### src/rtl/dsf_pkg.sv
package dsf_pkg;

    localparam int DATA_W      = 8;
    localparam int ADDR_W      = 16;
    localparam int CODE_W      = 8;
    localparam int RATE_W      = 4;
    localparam int LEN_SHIFT   = 4;
    localparam int BASE_SHIFT  = 6;
    localparam int LEN_W       = CODE_W + LEN_SHIFT;
    localparam logic [ADDR_W-1:0] START_BASE = 16'hC000;
    localparam logic [ADDR_W-1:0] WRAP_BASE  = 16'h8000;

    localparam int CTRL_IRQ_BIT  = 7;
    localparam int CTRL_LOOP_BIT = 6;
    localparam int STAT_EN_BIT   = 4;
    localparam int STAT_IRQ_BIT  = 7;

    typedef enum logic [1:0] {
        SEL_CTRL = 2'd0,
        SEL_BASE = 2'd1,
        SEL_SIZE = 2'd2,
        SEL_STAT = 2'd3
    } dsf_sel_e;

    typedef struct packed {
        logic              irq_en;
        logic              loop;
        logic [RATE_W-1:0] rate;
        logic [CODE_W-1:0] base_code;
        logic [CODE_W-1:0] size_code;
    } dsf_cfg_t;

    typedef struct packed {
        logic en_set;
        logic kill;
        logic irq_clr;
    } dsf_evt_t;

    function automatic logic [ADDR_W-1:0] start_addr(input logic [CODE_W-1:0] code);
        return START_BASE + (ADDR_W'(code) << BASE_SHIFT);
    endfunction

    function automatic logic [LEN_W-1:0] run_len(input logic [CODE_W-1:0] code);
        return (LEN_W'(code) << LEN_SHIFT) + LEN_W'(1);
    endfunction

    function automatic logic [ADDR_W-1:0] step_addr(input logic [ADDR_W-1:0] a);
        return (a == {ADDR_W{1'b1}}) ? WRAP_BASE : a + ADDR_W'(1);
    endfunction

endpackage

### src/rtl/dsf_regs.sv
module dsf_regs
    import dsf_pkg::*;
(
    input  logic              clk,
    input  logic              rst,
    input  logic              wr_en,
    input  logic [1:0]        wr_sel,
    input  logic [DATA_W-1:0] wr_data,
    output dsf_cfg_t          cfg,
    output dsf_evt_t          evt
);
    dsf_sel_e sel;
    logic     unused_wr_bit;

    assign sel           = dsf_sel_e'(wr_sel);
    assign unused_wr_bit = wr_data[5];

    always_ff @(posedge clk) begin
        if (rst) begin
            cfg <= '0;
        end else if (wr_en) begin
            case (sel)
                SEL_CTRL: begin
                    cfg.irq_en <= wr_data[CTRL_IRQ_BIT];
                    cfg.loop   <= wr_data[CTRL_LOOP_BIT];
                    cfg.rate   <= wr_data[RATE_W-1:0];
                end
                SEL_BASE: cfg.base_code <= wr_data;
                SEL_SIZE: cfg.size_code <= wr_data;
                default:  ;
            endcase
        end
    end

    always_comb begin
        evt         = '0;
        evt.en_set  = wr_en && (sel == SEL_STAT) &&  wr_data[STAT_EN_BIT];
        evt.kill    = wr_en && (sel == SEL_STAT) && !wr_data[STAT_EN_BIT];
        evt.irq_clr = wr_en && ((sel == SEL_STAT) ||
                               ((sel == SEL_CTRL) && !wr_data[CTRL_IRQ_BIT]));
    end
endmodule

### src/rtl/dsf_counters.sv
module dsf_counters
    import dsf_pkg::*;
(
    input  logic              clk,
    input  logic              rst,
    input  dsf_cfg_t          cfg,
    input  dsf_evt_t          evt,
    input  logic              fetch_done,
    output logic [ADDR_W-1:0] cur_addr,
    output logic              remain_nz,
    output logic              irq_flag,
    output logic              restart
);
    logic [LEN_W-1:0] remain;
    logic             counted;
    logic             last_byte;

    assign remain_nz = (remain != '0);
    assign restart   = evt.en_set && !remain_nz;
    assign counted   = fetch_done && remain_nz;
    assign last_byte = counted && (remain == LEN_W'(1));

    always_ff @(posedge clk) begin
        if (rst) begin
            remain <= '0;
        end else if (evt.kill) begin
            remain <= '0;
        end else if (restart) begin
            remain <= run_len(cfg.size_code);
        end else if (last_byte && cfg.loop) begin
            remain <= run_len(cfg.size_code);
        end else if (counted) begin
            remain <= remain - LEN_W'(1);
        end
    end

    always_ff @(posedge clk) begin
        if (rst) begin
            cur_addr <= START_BASE;
        end else if (restart || (last_byte && cfg.loop)) begin
            cur_addr <= start_addr(cfg.base_code);
        end else if (counted) begin
            cur_addr <= step_addr(cur_addr);
        end
    end

    always_ff @(posedge clk) begin
        if (rst) begin
            irq_flag <= 1'b0;
        end else if (evt.irq_clr) begin
            irq_flag <= 1'b0;
        end else if (last_byte && !cfg.loop && cfg.irq_en) begin
            irq_flag <= 1'b1;
        end
    end
endmodule

### src/rtl/dsf_fetch.sv
module dsf_fetch
    import dsf_pkg::*;
#(
    parameter bit PHASED_DELAY = 1'b1,
    parameter int DELAY_EVEN   = 3,
    parameter int DELAY_ODD    = 4,
    localparam int HOLD_W      = $clog2(DELAY_ODD + 1)
)(
    input  logic              clk,
    input  logic              rst,
    input  logic              restart,
    input  logic              remain_nz,
    input  logic              dma_ack,
    input  logic [DATA_W-1:0] dma_rdata,
    input  logic              rate_tick,
    output logic              dma_req,
    output logic              fetch_done,
    output logic              smp_strobe,
    output logic [DATA_W-1:0] smp_data
);
    logic              phase;
    logic [HOLD_W-1:0] hold;
    logic [HOLD_W-1:0] hold_load;
    logic              buf_full;
    logic [DATA_W-1:0] buf_data;
    logic              take;

    generate
        if (PHASED_DELAY) begin : g_phased
            assign hold_load = phase ? HOLD_W'(DELAY_ODD) : HOLD_W'(DELAY_EVEN);
        end else begin : g_fixed
            assign hold_load = HOLD_W'(DELAY_ODD);
        end
    endgenerate

    assign fetch_done = dma_req && dma_ack;
    assign take       = rate_tick && buf_full;

    always_ff @(posedge clk) begin
        if (rst) begin
            phase <= 1'b0;
            hold  <= '0;
        end else begin
            phase <= ~phase;
            if (restart)
                hold <= hold_load;
            else if (hold != '0)
                hold <= hold - HOLD_W'(1);
        end
    end

    always_ff @(posedge clk) begin
        if (rst)
            dma_req <= 1'b0;
        else if (dma_req)
            dma_req <= !dma_ack;
        else
            dma_req <= !buf_full && remain_nz && (hold == '0);
    end

    always_ff @(posedge clk) begin
        if (rst) begin
            buf_full   <= 1'b0;
            buf_data   <= '0;
            smp_strobe <= 1'b0;
            smp_data   <= '0;
        end else begin
            smp_strobe <= take;
            if (take)
                smp_data <= buf_data;
            if (fetch_done) begin
                buf_full <= 1'b1;
                buf_data <= dma_rdata;
            end else if (take) begin
                buf_full <= 1'b0;
            end
        end
    end
endmodule

### src/rtl/delta_fetch_ctrl.sv
module delta_fetch_ctrl
    import dsf_pkg::*;
(
    input  logic        clk,
    input  logic        rst,
    input  logic        reg_wr_en,
    input  logic [1:0]  reg_wr_sel,
    input  logic [7:0]  reg_wr_data,
    output logic [7:0]  stat_rdata,
    output logic [3:0]  rate_sel,
    input  logic        rate_tick,
    output logic        smp_strobe,
    output logic [7:0]  smp_data,
    output logic        dma_req,
    output logic [15:0] dma_addr,
    input  logic        dma_ack,
    input  logic [7:0]  dma_rdata,
    output logic        irq
);
    dsf_cfg_t cfg;
    dsf_evt_t evt;
    logic     remain_nz;
    logic     irq_flag;
    logic     restart;
    logic     fetch_done;

    dsf_regs u_regs (
        .clk     (clk),
        .rst     (rst),
        .wr_en   (reg_wr_en),
        .wr_sel  (reg_wr_sel),
        .wr_data (reg_wr_data),
        .cfg     (cfg),
        .evt     (evt)
    );

    dsf_counters u_cnt (
        .clk        (clk),
        .rst        (rst),
        .cfg        (cfg),
        .evt        (evt),
        .fetch_done (fetch_done),
        .cur_addr   (dma_addr),
        .remain_nz  (remain_nz),
        .irq_flag   (irq_flag),
        .restart    (restart)
    );

    dsf_fetch u_fetch (
        .clk        (clk),
        .rst        (rst),
        .restart    (restart),
        .remain_nz  (remain_nz),
        .dma_ack    (dma_ack),
        .dma_rdata  (dma_rdata),
        .rate_tick  (rate_tick),
        .dma_req    (dma_req),
        .fetch_done (fetch_done),
        .smp_strobe (smp_strobe),
        .smp_data   (smp_data)
    );

    always_comb begin
        stat_rdata               = '0;
        stat_rdata[STAT_EN_BIT]  = remain_nz;
        stat_rdata[STAT_IRQ_BIT] = irq_flag;
    end

    assign rate_sel = cfg.rate;
    assign irq      = irq_flag;
endmodule

### config.mk
export PLATFORM = sky130hd
export DESIGN_NAME = delta_fetch_ctrl
export DESIGN_NICKNAME = d
export VERILOG_FILES = /design/src/rtl/dsf_pkg.sv /design/src/rtl/dsf_regs.sv /design/src/rtl/dsf_counters.sv /design/src/rtl/dsf_fetch.sv /design/src/rtl/delta_fetch_ctrl.sv
export SDC_FILE = /design/constraint.sdc
export NUM_CORES = 1
export LEC_CHECK = 0
export BUFFER_PORTS_ARGS = -buffer_cell sky130_fd_sc_hd__buf_4
export CORE_MARGIN = 3
export CORE_UTILIZATION = 54
export DETAILED_ROUTE_END_ITERATION = 16
export GPL_TIMING_DRIVEN = 0
export HOLD_SLACK_MARGIN = 0.1
export PLACE_DENSITY = 0.83
export SYNTH_ARGS = -nofsm -noshare
export SYNTH_HDL_FRONTEND = slang
export SYNTH_SLANG_ARGS = --single-unit
### constraint.sdc
create_clock -name clk -period 5.2 [get_ports clk]
set_input_delay 0.52 -clock clk [delete_from_list [all_inputs] [get_ports clk]]
set_output_delay 0.52 -clock clk [all_outputs]
set_load 0.05 [all_outputs]
==> tab_implementation.tex <==
\begin{tabular}{lr}
\hline
Metric & Value \\
\hline
\multicolumn{2}{l}{\textbf{Drt}} \\
Antenna-violating nets left & 0 \\
Drt first pass iters & 5 \\
Final wirelength & 8940 um \\
Number of violations reported at the end of detailed-routing iteration 0 & 314 \\
Per-cell routed wire length & 15.7 um \\
Routed via count divided by cell count & 5.90 \\
Number of vias after detailed routing & 3,353 \\
Remaining design rule violation count & 0 \\
\multicolumn{2}{l}{\textbf{Timing}} \\
Clock skew & 6.09 ps \\
Ratio of final minimum period to clock period & 0.535 \\
Setup total negative slack & 0 ps \\
Actual slew at the worst max-slew pin & 675 ps \\
Total of endpoints with negative setup slack in the final report & 0 \\
Final worst-path setup slack & 2420 ps \\
Slew Limit Headroom & 0.548 \\
Crit path time final & between 2000 and 3000 ps \\
Unrepaired setup endpoints after global routing & false \\
Final max-slew violation count & 0 \\
Final hold violation count & 0 \\
Maximum clock frequency & about 360 MHz \\
\multicolumn{2}{l}{\textbf{Clocking}} \\
Maximum clock path buffer count & 2 \\
Total setup buffers inserted after CTS & 0 \\
Post-CTS Hold Buffers & 0 \\
CTS tree & yes \\
Max H-tree Level & 3 \\
Clock net sink count & 74 \\
Clock transition at the register clock pins on the worst setup and hold paths after CTS & 80 ps \\
Clock network latency to the later pin of the worst-skew pair & 360 ps \\
Number of gates given a new drive strength after cts & 0 \\
Root buffer cell & sky130\_fd\_sc\_hd\_\_clkbuf\_8 \\
TritonCTS Buffers & 9 \\
\multicolumn{2}{l}{\textbf{Place}} \\
Worst slack, placed & 2720 ps \\
Placer congestion estimate & 0.905 \\
DPL Wire Length & 6510 um \\
Port buffer count & 52 \\
Cell area reported after detailed placement & just under 4000 um2 \\
\multicolumn{2}{l}{\textbf{Critical path}} \\
Critical path start-end classification & flop to output port \\
Startpoint of the worst-slack reg-to-reg timing path & u\_cnt.remain[0]\$\_SDFFE\_PP0P\_ \\
Crit path DAT & approximately 2300 ps \\
Setup crit end & stat\_rdata[4] \\
Beginning of the critical path & u\_cnt.remain[2]\$\_SDFFE\_PP0P\_ \\
Type of element launching the critical path & flop \\
Maximum fanout along the worst path & 6 \\
Required arrival time at the worst endpoint & 4680 ps \\
Kind of end point of the critical path & output port \\
Number of cells traversed by the worst register-to-register path & 9 \\
Worst reg-to-reg setup slack & 2760 ps \\
Critical R2R Capture & u\_cnt.cur\_addr[4]\$\_SDFFE\_PP0P\_ \\
\multicolumn{2}{l}{\textbf{Synth}} \\
Proportion of netlist area held by the largest area contributor & 0.433 \\
Fraction of registers with async set or reset after synthesis & 0 \\
Number of distinct library cells after synthesis & 49 \\
Combined area of all synthesized cells & roughly 3400 um2 \\
Sequential area share after synthesis & 0.433 \\
Cells taking the most area after synthesis & sky130\_fd\_sc\_hd\_\_dfxtp\_1 43\%, sky130\_fd\_sc\_hd\_\_a21oi\_1 6.9\%, sky130\_fd\_sc\_hd\_\_nand2\_1 6.7\% \\
Synthesis-stage register bit count & 74 \\
Post-synth EDFFs & 0 \\
Biggest area consumer among synthesized cells & sky130\_fd\_sc\_hd\_\_dfxtp\_1 \\
Synth warnings & 0 \\
Gate count after technology mapping & 420 \\
Post-synthesis average cell area & 8.14 um2 \\
Most instantiated flip-flop cell in the synthesis netlist & sky130\_fd\_sc\_hd\_\_dfxtp\_1 \\
\multicolumn{2}{l}{\textbf{Final layout}} \\
Post-layout instance area & 4120 um2 \\
Antenna cell count & 0 \\
Final core utilization & 0.683 \\
Fraction of layout instances using a drive strength above 1 & 0.185 \\
Number of inserted filler cells in the final layout & 514 \\
Layout net count & 517 \\
Post-synthesis to final-layout area growth & 20.4\% \\
\multicolumn{2}{l}{\textbf{Floorplan}} \\
Row Count & 28 \\
Area inside the core boundary & 6030 um2 \\
Die Ht & 85.6 um \\
DIE AREA & 7330 um2 \\
Die W & 85.6 um \\
Num ports & 62 \\
Starting utilization of the core area & 0.568 \\
\multicolumn{2}{l}{\textbf{GRT}} \\
Pin count of the biggest net entering global routing & 14 \\
Overall track demand over capacity in global routing & 0.247 \\
Number of antenna violations at the first check in global routing & 0 \\
Wire length of the first global-routing pass & 14,500 um \\
GR Overflow Total & 0 \\
Number of global-route vias before repair & 3,016 \\
\multicolumn{2}{l}{\textbf{Pwr}} \\
Total power & 2.09 mW \\
Worst VDD drop & 295 uV \\
Pwr dens & 507 nW/um2 \\
Leakage power total & 1.64 nW \\
\multicolumn{2}{l}{\textbf{Outcome}} \\
Status & finished clean \\
\multicolumn{2}{l}{\textbf{Hold path}} \\
Worst Hold Class & primary input to flop \\
\multicolumn{2}{l}{\textbf{Run}} \\
Number of maximum-capacitance violations & 0 \\
\hline
\end{tabular}
layout make-up:
| type | count | area [um2] | area share |
|---|---|---|---|
| clock inverters | 6 | 66.3 | 0.0161 |
| flip-flops and latches | 74 | 1480 | 0.360 |
| repair buffers | 52 | 390 | 0.0948 |
| clock buffers | 10 | 128 | 0.0310 |
| multi-input cells | 310 | 1750 | 0.425 |
| plain buffers | 31 | 169 | 0.0410 |
| inverters | 10 | 37.5 | 0.00912 |
| well taps | 75 | 93.8 | 0.0228 |
sequential cells by signal, indices dropped and copies added (netlist names):
name / flops
u_cnt.cur_addr: 16
u_fetch.smp_strobe: 1
u_fetch.dma_req: 1
u_fetch.smp_data: 8
u_fetch.buf_full: 1
u_fetch.phase: 1
u_regs.cfg: 22
u_cnt.remain: 12
u_fetch.buf_data: 8
u_fetch.hold: 3
u_cnt.irq_flag: 1
worst min path at each step:
| stage | cells past startpoint | from | slack [ps] | endpoint |
|---|---|---|---|---|
| after floorplan | 1 | u_fetch.phase$_SDFF_PP0_ | 380 | u_fetch.phase$_SDFF_PP0_ |
| after global placement | 1 | u_fetch.phase$_SDFF_PP0_ | 390 | u_fetch.phase$_SDFF_PP0_ |
| after detailed placement | 1 | u_fetch.phase$_SDFF_PP0_ | 400 | u_fetch.phase$_SDFF_PP0_ |
| after CTS | 2 | reg_wr_en | 380 | u_cnt.irq_flag$_SDFFE_PP0P_ |
| after global routing | 2 | reg_wr_en | 400 | u_cnt.irq_flag$_SDFFE_PP0P_ |
| final | 2 | reg_wr_en | 380 | u_cnt.irq_flag$_SDFFE_PP0P_ |
critical path: stages (launching register included):
cell and delay, ps:
sky130_fd_sc_hd__dfxtp_1 370, sky130_fd_sc_hd__or4_1 590, sky130_fd_sc_hd__nor3_1 330, sky130_fd_sc_hd__nand4b_1 250, sky130_fd_sc_hd__buf_4 190, sky130_fd_sc_hd__buf_4 180
through the flow:
stage	hold WS (ps)	instances
floorplan	383	425
global placement	392	552
detailed placement	400	552
CTS	383	568
global route	395	568
finish	380	568
logic make-up after synthesis:
| group | share of synthesized area |
|---|---|
| AND/OR/NAND/NOR | 0.254 |
| AO/OA/AOI/OAI | 0.159 |
| flip-flops | 0.433 |
| buffers and inverters | 0.0603 |
| multiplexers | 0.0472 |
| XOR/XNOR | 0.0230 |
| adder cells (fa/ha/maj) | 0.0219 |
| other | 0.00110 |
Yosys cell counts (3+ instances only):
library cell / count
sky130_fd_sc_hd__a211oi_1: 4
sky130_fd_sc_hd__a21oi_1: 47
sky130_fd_sc_hd__a22oi_1: 4
sky130_fd_sc_hd__a31oi_1: 3
sky130_fd_sc_hd__and2_1: 3
sky130_fd_sc_hd__and3_1: 6
sky130_fd_sc_hd__buf_2: 3
sky130_fd_sc_hd__buf_4: 13
sky130_fd_sc_hd__clkbuf_1: 14
sky130_fd_sc_hd__dfxtp_1: 74
sky130_fd_sc_hd__ha_1: 6
sky130_fd_sc_hd__inv_1: 10
sky130_fd_sc_hd__mux2i_1: 15
sky130_fd_sc_hd__nand2_1: 61
sky130_fd_sc_hd__nand3_1: 20
sky130_fd_sc_hd__nand3b_1: 3
sky130_fd_sc_hd__nand4_1: 5
sky130_fd_sc_hd__nor2_1: 40
sky130_fd_sc_hd__nor2b_1: 3
sky130_fd_sc_hd__nor3_1: 16
sky130_fd_sc_hd__nor4_1: 4
sky130_fd_sc_hd__nor4_2: 3
sky130_fd_sc_hd__o21ai_0: 22
sky130_fd_sc_hd__xnor2_1: 5
sky130_fd_sc_hd__xor2_1: 4
routing by layer:
layer,routed length (um),track usage,vias up,share of wire
li1,-,-,1594,-
met1,3800,0.321,1578,0.42
met2,4250,0.403,155,0.48
met3,700,0.0663,26,0.078
met4,184,0.0719,0,0.021
met5,0,0,-,0
report_power, final:
part	switching (mW)	internal [mW]
sequential	0.0893	0.645
combinational	0.578	0.332
clock	0.223	0.222
total	0.890	1.20
cell usage in the layout, fill, tap and decap left out, types with 4 or more instances in the layout:
cell type and instances:
sky130_fd_sc_hd__inv_1 10, sky130_fd_sc_hd__ha_1 6, sky130_fd_sc_hd__mux2i_1 15, sky130_fd_sc_hd__conb_1 6, sky130_fd_sc_hd__xnor2_1 5, sky130_fd_sc_hd__clkbuf_8 9, sky130_fd_sc_hd__buf_4 65, sky130_fd_sc_hd__a21oi_1 47
sky130_fd_sc_hd__nand3_1 20, sky130_fd_sc_hd__and3_1 6, sky130_fd_sc_hd__nand2_1 61, sky130_fd_sc_hd__o21ai_0 22, sky130_fd_sc_hd__dfxtp_1 74, sky130_fd_sc_hd__nor3_1 16, sky130_fd_sc_hd__nor4_1 4, sky130_fd_sc_hd__nand4_1 5
sky130_fd_sc_hd__nor2_1 40, sky130_fd_sc_hd__clkbuf_1 15, sky130_fd_sc_hd__xor2_1 4, sky130_fd_sc_hd__a22oi_1 4, sky130_fd_sc_hd__a211oi_1 4
No activity file was read; power rests on OpenSTA's default activity.
